<file path="config.mk">
export PLATFORM = sky130hd
export DESIGN_NAME = ctlbuf_top
export DESIGN_NICKNAME = d
export VERILOG_FILES = /design/src/rtl/ctlbuf_pkg.sv /design/src/rtl/ctlbuf_cfg.sv /design/src/rtl/ctlbuf_mem.sv /design/src/rtl/ctlbuf_update.sv /design/src/rtl/ctlbuf_top.sv
export SDC_FILE = /design/constraint.sdc
export NUM_CORES = 1
export LEC_CHECK = 0
export BUFFER_PORTS_ARGS = -buffer_cell sky130_fd_sc_hd__buf_2
export CAP_MARGIN = 20
export CORE_MARGIN = 2
export CORE_UTILIZATION = 36
export DETAILED_ROUTE_END_ITERATION = 12
export REMOVE_ABC_BUFFERS = 1
export SYNTH_ARGS = -nofsm -noshare
export SYNTH_HDL_FRONTEND = slang
export SYNTH_SLANG_ARGS = --single-unit
</file>
<file path="constraint.sdc">
create_clock -name clk -period 3.03 [get_ports clk]
set_clock_uncertainty 0.05 [all_clocks]
set_input_delay 0.1515 -clock clk [delete_from_list [all_inputs] [get_ports clk]]
set_output_delay 0.1515 -clock clk [all_outputs]
set_load 0.005 [all_outputs]
</file>
<file path="src/rtl/ctlbuf_pkg.sv">
package ctlbuf_pkg;
    localparam int VAL_W = 8;
    typedef logic [VAL_W-1:0] val_t;

    typedef enum logic [2:0] {
        OP_KEEP = 3'd0,
        OP_INC  = 3'd1,
        OP_DEC  = 3'd2,
        OP_LOAD = 3'd3,
        OP_CLR  = 3'd4,
        OP_FLIP = 3'd5,
        OP_AND  = 3'd6,
        OP_OR   = 3'd7
    } upd_op_e;

    typedef enum logic {
        TST_EQ = 1'b0,
        TST_NZ = 1'b1
    } tst_mode_e;

    typedef enum logic [1:0] {
        CFG_TABLE = 2'd0,
        CFG_OPND  = 2'd1,
        CFG_MODE  = 2'd2,
        CFG_NONE  = 2'd3
    } cfg_sel_e;

    typedef struct packed {
        logic    en;
        upd_op_e op;
    } cond_word_t;

    function automatic val_t apply_op(upd_op_e op, val_t cur, val_t opnd);
        val_t r;
        case (op)
            OP_INC:  r = (cur == '1) ? cur : cur + 1'b1;
            OP_DEC:  r = (cur == '0) ? cur : cur - 1'b1;
            OP_LOAD: r = opnd;
            OP_CLR:  r = '0;
            OP_FLIP: r = cur ^ val_t'(1);
            OP_AND:  r = cur & opnd;
            OP_OR:   r = cur | opnd;
            default: r = cur;
        endcase
        return r;
    endfunction

    function automatic logic eval_test(tst_mode_e m, val_t cur, val_t opnd);
        return (m == TST_NZ) ? (cur != '0) : (cur == opnd);
    endfunction
endpackage

</file>
<file path="src/rtl/ctlbuf_cfg.sv">
module ctlbuf_cfg
    import ctlbuf_pkg::*;
#(
    parameter int RB_W = 3
) (
    input  logic                 clk,
    input  logic                 rst,
    input  logic                 cfg_we,
    input  logic [1:0]           cfg_sel,
    input  logic [RB_W-1:0]      cfg_addr,
    input  logic [VAL_W-1:0]     cfg_data,
    input  logic [RB_W-1:0]      idx_i,
    output cond_word_t           word_o,
    output val_t                 opnd_o,
    output tst_mode_e            mode_o
);
    localparam int TBL_DEPTH = 1 << RB_W;

    cond_word_t tbl [TBL_DEPTH];
    val_t       opnd_q;
    tst_mode_e  mode_q;

    always_ff @(posedge clk) begin
        if (rst) begin
            for (int i = 0; i < TBL_DEPTH; i++) tbl[i] <= '0;
            opnd_q <= '0;
            mode_q <= TST_EQ;
        end else if (cfg_we) begin
            case (cfg_sel_e'(cfg_sel))
                CFG_TABLE: tbl[cfg_addr] <= cond_word_t'(cfg_data[3:0]);
                CFG_OPND:  opnd_q <= cfg_data;
                CFG_MODE:  mode_q <= tst_mode_e'(cfg_data[0]);
                default:   ;
            endcase
        end
    end

    assign word_o = tbl[idx_i];
    assign opnd_o = opnd_q;
    assign mode_o = mode_q;

    // operand write takes effect at the next cycle
    assert_opnd_load_R9: assert property (@(posedge clk) disable iff (rst)
        (cfg_we && cfg_sel == CFG_OPND) |=> (opnd_o == $past(cfg_data)));
endmodule

</file>
<file path="src/rtl/ctlbuf_mem.sv">
module ctlbuf_mem
    import ctlbuf_pkg::*;
#(
    parameter int PIX_W = 4
) (
    input  logic             clk,
    input  logic             rst,
    input  logic [PIX_W-1:0] rd_addr,
    output val_t             rd_data,
    input  logic             wr_en,
    input  logic [PIX_W-1:0] wr_addr,
    input  val_t             wr_data
);
    localparam int DEPTH = 1 << PIX_W;

    val_t store [DEPTH];

    always_ff @(posedge clk) begin
        if (rst) begin
            for (int i = 0; i < DEPTH; i++) store[i] <= '0;
        end else if (wr_en) begin
            store[wr_addr] <= wr_data;
        end
    end

    assign rd_data = store[rd_addr];

    // a write lands in storage
    assert_write_lands_R6: assert property (@(posedge clk) disable iff (rst)
        wr_en |=> (store[$past(wr_addr)] == $past(wr_data)));
endmodule

</file>
<file path="src/rtl/ctlbuf_update.sv">
module ctlbuf_update
    import ctlbuf_pkg::*;
#(
    parameter int RB_W    = 3,
    parameter int OWN_IDX = 0
) (
    input  logic [RB_W-1:0] bus_i,
    input  logic            own_i,
    output logic [RB_W-1:0] idx_o,
    input  cond_word_t      word_i,
    input  val_t            cur_i,
    input  val_t            opnd_i,
    output val_t            new_o,
    output logic            we_o
);
    localparam logic [RB_W-1:0] OWN_MASK = RB_W'(1) << OWN_IDX;

    always_comb begin
        idx_o = (bus_i & ~OWN_MASK) | (own_i ? OWN_MASK : '0);
        we_o  = word_i.en;
        new_o = word_i.en ? apply_op(word_i.op, cur_i, opnd_i) : cur_i;
    end
endmodule

</file>
<file path="src/rtl/ctlbuf_top.sv">
module ctlbuf_top
    import ctlbuf_pkg::*;
#(
    parameter int RB_W    = 3,
    parameter int OWN_IDX = 0,
    parameter int PIX_W   = 4
) (
    input  logic             clk,
    input  logic             rst,
    input  logic             cfg_we,
    input  logic [1:0]       cfg_sel,
    input  logic [RB_W-1:0]  cfg_addr,
    input  logic [7:0]       cfg_data,
    input  logic             pix_valid,
    input  logic [PIX_W-1:0] pix_addr,
    input  logic [RB_W-1:0]  res_bus_in,
    output logic             res_own,
    output logic             upd_valid,
    output logic [PIX_W-1:0] upd_addr,
    output logic [7:0]       upd_old,
    output logic [7:0]       upd_new,
    output logic             upd_we
);
    typedef struct packed {
        logic             vld;
        logic [PIX_W-1:0] addr;
    } st_addr_t;

    typedef struct packed {
        logic             vld;
        logic [PIX_W-1:0] addr;
        val_t             val;
    } st_read_t;

    typedef struct packed {
        logic             vld;
        logic [PIX_W-1:0] addr;
        val_t             val;
        logic             res;
    } st_test_t;

    st_addr_t   s1;
    st_read_t   s2;
    st_test_t   s3;

    val_t       mem_rd, rd_fwd, s2_fwd, new_val, opnd;
    logic       do_wr, wr_en;
    cond_word_t word;
    tst_mode_e  mode;
    logic [RB_W-1:0] tbl_idx;

    ctlbuf_cfg #(.RB_W(RB_W)) u_cfg (
        .clk(clk), .rst(rst), .cfg_we(cfg_we), .cfg_sel(cfg_sel),
        .cfg_addr(cfg_addr), .cfg_data(cfg_data), .idx_i(tbl_idx),
        .word_o(word), .opnd_o(opnd), .mode_o(mode)
    );

    ctlbuf_mem #(.PIX_W(PIX_W)) u_mem (
        .clk(clk), .rst(rst), .rd_addr(s1.addr), .rd_data(mem_rd),
        .wr_en(wr_en), .wr_addr(s3.addr), .wr_data(new_val)
    );

    ctlbuf_update #(.RB_W(RB_W), .OWN_IDX(OWN_IDX)) u_upd (
        .bus_i(res_bus_in), .own_i(s3.res), .idx_o(tbl_idx),
        .word_i(word), .cur_i(s3.val), .opnd_i(opnd),
        .new_o(new_val), .we_o(do_wr)
    );

    assign wr_en = s3.vld && do_wr;

    // forward the value being written to younger pixels at the same address
    always_comb begin
        rd_fwd = (wr_en && s3.addr == s1.addr) ? new_val : mem_rd;
        s2_fwd = (wr_en && s3.addr == s2.addr) ? new_val : s2.val;
    end

    always_ff @(posedge clk) begin
        if (rst) begin
            s1 <= '0;
            s2 <= '0;
            s3 <= '0;
        end else begin
            s1 <= '{vld: pix_valid, addr: pix_addr};
            s2 <= '{vld: s1.vld, addr: s1.addr, val: rd_fwd};
            s3 <= '{vld: s2.vld, addr: s2.addr, val: s2_fwd,
                    res: s2.vld & eval_test(mode, s2_fwd, opnd)};
        end
    end

    assign res_own   = s3.res;
    assign upd_valid = s3.vld;
    assign upd_addr  = s3.addr;
    assign upd_old   = s3.val;
    assign upd_new   = new_val;
    assign upd_we    = wr_en;

    // three-cycle latency from pixel acceptance to update stage
    assert_latency_R2: assert property (@(posedge clk) disable iff (rst)
        upd_valid |-> $past(pix_valid, 3));

    // own result line is quiet when no pixel is being updated
    assert_quiet_line_R3: assert property (@(posedge clk) disable iff (rst)
        res_own |-> upd_valid);

    // a pixel that is not written keeps its value
    assert_no_write_keeps_R5: assert property (@(posedge clk) disable iff (rst)
        (upd_valid && !upd_we) |-> (upd_new == upd_old));

    // increment and decrement never wrap
    assert_no_overflow_R7: assert property (@(posedge clk) disable iff (rst)
        (upd_we && word.op == OP_INC) |-> (upd_new >= upd_old));
    assert_no_underflow_R7: assert property (@(posedge clk) disable iff (rst)
        (upd_we && word.op == OP_DEC) |-> (upd_new <= upd_old));

    // a pixel right behind a write to its address starts from that write
    assert_forward_R8: assert property (@(posedge clk) disable iff (rst)
        (upd_valid && $past(upd_we) && $past(upd_addr) == upd_addr)
            |-> (upd_old == $past(upd_new)));
endmodule

</file>
---- After elaboration in Yosys (flattened, before gate mapping) ----
Memory sizes are Yosys's and may differ from the RTL's. A register that Yosys moved wholly into a read port is not among the register bits.
Index checks and enable logic that the tools add are counted.
word-level totals
  register bits ........................... 33
  latch bits .............................. 0
  memory bits (writable) .................. 160
  bits in read-only memories .............. 0
  memories kept ........................... 2
memory list
  name         depth  bits a word  read ports  clocked after Yosys merged registers in  write ports  RTL line          text
  u_mem.store  16     8            1           1                                        16           ctlbuf_mem.sv:16  val_t store [DEPTH];
  u_cfg.tbl    8      4            1           0                                        8            ctlbuf_cfg.sv:19  cond_word_t tbl [TBL_DEPTH];
operators by class
  add/sub/neg operators ................... 2
  multiply operators ...................... 0
  divide/modulo/power cells ............... 0
  order comparisons ....................... 0
  equality and inequality tests ........... 12
  shifts and indexed selects .............. 0
  multiplexer cells ....................... 22
  bitwise logic cells ..................... 5
  reduce and logical (&&, ||, !) cells .... 9
operator list
  operator                                           count
  case mux 8 bit (7 select lines)                    1
  2-to-1 mux 8 bit                                   5
  2-to-1 mux 1 bit                                   13
  == test 3 bit (second input constant)              4
  adder 8 x 1 -> 8 bit (second input constant)       1
  AND 8 bit                                          1
  == test 8 bit                                      1
  == test 8 bit (second input constant)              1
  logical NOT 8 bit                                  1
  2-to-1 mux 4 bit                                   2
  bitwise OR 8 bit                                   1
  nonzero test 8 bit                                 1
  OR reduction 8 bit                                 1
  subtractor 8 x 1 -> 8 bit (second input constant)  1
  == test 3 x 2 -> 1 bit (second input constant)     2
  == test 4 bit                                      1
  AND reduction 2 bit                                2
  OR reduction 4 bit                                 1
  == test 3 x 1 -> 1 bit (second input constant)     1
  2-to-1 mux 3 bit                                   1
  bitwise OR 3 bit                                   1
  == test 2 x 1 -> 1 bit (second input constant)     1
  == test 2 bit (second input constant)              1
  logical AND 1 bit                                  2
  other kinds (3)                                    3

---- Longest topological paths before layout ----
An unclocked memory read counts as a cell.
  word-level depth ........................ 10
  gate-level depth with buffers ........... 13

---- Hierarchy ----
From an unflattened synthesis, not the netlist that was laid out.
unflattened totals
  cells, all modules ...................... 761
  area, all modules ....................... 9945.8 um^2
by module, submodules not included
  module         times used  cells each  area each (um^2)
  ctlbuf_mem     1           375         5861.9
  ctlbuf_cfg     1           130         1936.9
  ctlbuf_top     1           132         1306.3
  ctlbuf_update  1           124         840.8

---- Least setup slack after synthesis ----
Ideal clock, no wire load.
  kind .................................... register to register
  from .................................... reg s3, in the netlist res_own
  to ...................................... reg s3, in the netlist res_own
  library setup time ...................... 0.059 ns
  data arrival time ....................... 3.158 ns
  required time ........................... 2.921 ns
  slack ................................... -0.237 ns
  stages on the path, launching flop included .. 12
  path buffers ............................ 2
  period minus slack after synthesis ...... 3.267 ns
  cells stage by stage .................... dfxtp_1 > buf_6 > mux4_2 > mux2i_1 > clkbuf_1 > nand4_1 > a21oi_1 > a211oi_2 > xnor2_1 > or4b_1 > o41ai_2 > a31o_1
between the ends
  longest elaborated chain between the ends .. 10
ends and longest elaborated chain
  what                                                        RTL line             text
  from (decl)                                                 ctlbuf_top.sv:44     st_test_t s3;
  from (signal assigned)                                      ctlbuf_top.sv:85     s3 <= '{vld: s2.vld, addr: s2.addr, val: s2_fwd,
  2-to-1 mux 1 bit (*)                                        ctlbuf_update.sv:19  idx_o = (bus_i & ~OWN_MASK) | (own_i ? OWN_MASK : '0);
  bitwise OR 3 bit (*)                                        ctlbuf_update.sv:19
  memory read (8 x 4 bit) (*)                                 -
  == test 3 bit, or another cell as far along                 ctlbuf_pkg.sv:35     case (op)
  case mux 8 bit (7 select lines)                             ctlbuf_pkg.sv:35
  2-to-1 mux 8 bit                                            ctlbuf_update.sv:21  new_o = word_i.en ? apply_op(word_i.op, cur_i, opnd_i) : cur_i;
  2-to-1 mux 8 bit (*)                                        ctlbuf_top.sv:74     s2_fwd = (wr_en && s3.addr == s2.addr) ? new_val : s2.val;
  == test 8 bit / nonzero test 8 bit (equally long branches)  ctlbuf_pkg.sv:49     return (m == TST_NZ) ? (cur != '0) : (cur == opnd);
  2-to-1 mux 1 bit (*)                                        ctlbuf_pkg.sv:49
  AND 1 bit (*)                                               ctlbuf_top.sv:86     res: s2.vld & eval_test(mode, s2_fwd, opnd)};
Mark *: on every way between the ends. The rest lies on a longest branch, timed or not.
A chain may end at the register's enable or synchronous reset.

---- Final worst setup path ----
  from .................................... reg s3, in the netlist res_own
  to ...................................... out upd_new[4]
between the ends
  longest elaborated chain between the ends .. 6
ends and longest elaborated chain
  what                                         RTL line             text
  2-to-1 mux 1 bit (*)                         ctlbuf_update.sv:19
  bitwise OR 3 bit (*)                         ctlbuf_update.sv:19
  memory read (8 x 4 bit) (*)                  -
  == test 3 bit, or another cell as far along  ctlbuf_pkg.sv:35
  case mux 8 bit (7 select lines)              ctlbuf_pkg.sv:35
  2-to-1 mux 8 bit (*)                         ctlbuf_update.sv:21
  to (decl)                                    ctlbuf_top.sv:21     output logic [7:0] upd_new,
Marked as above.

==> flow_summary.json <==
{
  "start_util_pct": 36.51,
  "setup-tns-final_ns": -2.005,
  "layout_setup_ws_ns": -0.2843,
  "synth_edf_count": 160,
  "power_leakage_nw": 4.728,
  "busiest_layer": "met2",
  "timing.final.crit_share_pct": 109.4,
  "synth.cell_area_sq_um": 9786,
  "synth_area_leader_cell": "edfxtp_1",
  "end_kind": "output pin",
  "drive_above_1_share_pct": 35.82,
  "path_class": "register to output pin",
  "ys_types": 65,
  "area_delta_synth_final_pct": 32.69,
  "grt_use_met1_pct": 26.93,
  "nets": 1017,
  "dp_hpwl_mm": 19.05,
  "placed_cell_area_sq_um": 11150,
  "fin_area_sq_um": 12990,
  "num_io_pins": 47,
  "final_common_cell": "nor2_1",
  "cts-htree-levels": 1,
  "max_cap_violations": 0,
  "cts.path.max_buffers": 3,
  "utilization_pct": 48.45,
  "gr-total-overflow": 0,
  "root_buffer": "clkbuf_16",
  "drt_iter0_drc": 581,
  "worst_ep_required_time_ns": 2.83,
  "cts_tree": "done",
  "cts.sink_count": 201,
  "drt-total-wl_mm": 28.04,
  "worstMarginPinSlew_ns": 0.7122,
  "routedWlPerCell_microns": 20.83,
  "yosysWarnings": 0,
  "met3_usage_pct": 2.572,
  "finalMaxSlewViolations": 0,
  "worstPathArrival_ns": 3.11,
  "avgViaCountPerCell": 5.345,
  "diodes": 0,
  "synthArstFlopShare_pct": 0,
  "insertion_delay_ns": 0.51,
  "synth_area_leaders": "edfxtp_1, mux4_2, dfxtp_1",
  "fin_crit_ns": 3.314,
  "outcome": "finished with violations",
  "ys_ff_latch": 201,
  "core_sq_um": 26800,
  "synth-main-ff-cell": "edfxtp_1",
  "grt_pass1_wl_mm": 42.91,
  "avgSynthCellArea_sq_um": 12.10,
  "path_max_fanout": 5,
  "synthCells": 809,
  "hold_viol": 0,
  "drt_first_pass_iters": 5,
  "hold_class": "primary input to register",
  "rsz0062_at_grt": "true",
  "clk_pin_slew_ns": 0.06,
  "fin_cells": 1346,
  "num_vias": 7194,
  "setup_violations": 25,
  "rows": 60,
  "final_cell_mix": "nor2_1, edfxtp_1, buf_4, mux4_2, buf_6",
  "violations": "negative setup slack",
  "gp_congestion": 0.9361,
  "numCtsBuffers": 22,
  "slew_headroom_pct": 52.38,
  "fmax_mhz": 301.7,
  "yosysSeqAreaShare_pct": 57.49,
  "die_height_microns": 168.9,
  "grt_use_total_pct": 19.64,
  "grt_max_degree": 46,
  "die_x_microns": 168.9,
  "drc_errors": 0,
  "port_buffers": 45,
  "dp.cells": 1248,
  "critPathLaunchType": "register",
  "first_global_vias": 7222,
  "synth_top_area_share_pct": 49.10,
  "ant_nets": 0,
  "whs_ns": 0.01042,
  "max-vdd-ir-drop_mv": 0.4142,
  "dieArea_sq_um": 28520,
  "met2_usage_pct": 33.16,
  "antenna_found_initial": 0,
  "p_per_area_nw_per_um2": 524.2
}
## cells in the mapped netlist, drive strengths merged (9+ instances only)
cell      n
nor2    179
buf      19
mux2i    23
nor3     16
or2      11
and2     34
clkbuf   40
inv      12
nand4     9
dfxtp    41
nor2b    17
xnor2    15
o21ai    15
mux4     48
nand3    18
nand2    34
nand2b   23
edfxtp  160
a211oi    9
## worst paths after layout
path | start | endpoint | slack, ns | depth (start not counted)
worst min register to register | s1[4] | s2[12] | 0.40 | 1
worst min-delay path | cfg_data[1] | u_cfg.opnd_o[1] | 0.01 | 3
worst max-delay path | res_own | upd_new[4] | -0.28 | 12
worst max register to register | res_own | res_own | -0.21 | 12
## layout make-up
type	instances	area (sq um)
Fill cell	2350	13820
Sequential cell	201	5630
Multi-Input combinational cell	537	4320
Timing Repair Buffer	216	1896
Clock buffer	29	586.8
Tap cell	341	426.7
Inverter	12	67.56
Clock inverter	10	57.56
## per-stage QoR
step / setup slack (ns) / power, mW
6_report: -0.2843 / 6.807
5_1_grt: -0.4080 / 7.052
4_1_cts: -0.2589 / 6.740
3_5_place_dp: -0.2313 / 4.123
3_3_place_gp: -0.2314 / 4.120
2_1_floorplan: -1.223 / 3.643
## kinds of logic after synthesis
group | count (synthesis) | synth area share [%]
multiplexers | 75 | 14.03
buffers and inverters | 71 | 2.941
AO/OA/AOI/OAI | 75 | 5.754
AND/OR/NAND/NOR | 362 | 17.44
XOR/XNOR | 22 | 1.969
flip-flops | 201 | 57.49
adder cells (fa/ha/maj) | 3 | 0.3836
## worst max-delay path, cell delays in order (launching register included)
cell and delay, ns:
dfxtp_4 0.38, buf_12 0.12, mux4_2 0.53, mux2_4 0.34, nand4_1 0.19, buf_4 0.16
o32ai_4 0.09, buf_6 0.15, o31ai_4 0.18, o21a_1 0.20, buf_6 0.13, inv_6 0.04
buf_6 0.10
## layer usage
| layer | up-vias | part of all wire, % |
|---|---|---|
| met1 | 3610 | 43 |
| met4 | 0 | 2.2 |
| met3 | 38 | 5.5 |
| met5 | - | 0 |
| met2 | 222 | 49 |
| li1 | 3324 | - |
## report_power, final
part,internal [mW],switching (mW),leakage (nW)
clock,1.36,1.05,0.312
combinational,0.598,0.650,2.45
sequential,3.08,0.0676,1.96
## state kept, by name, summed over array words and instances, names as in the netlist
register and cells:
res_own 1, u_cfg.mode_o 1, s2 13, u_mem.store 128, u_cfg.opnd_o 8, upd_valid 1, s1 5, upd_addr 4
u_cfg.tbl 32, upd_old 8
## repair_timing
item,in CTS,in global routing
gates resized for setup,94,65
buffers inserted,38,11
hold endpoints to repair,11,0
pin swaps,30,18
setup endpoints to repair,70,130
cloned,1,1
hold buffers,13,0
No activity file was read; power rests on OpenSTA's default activity.
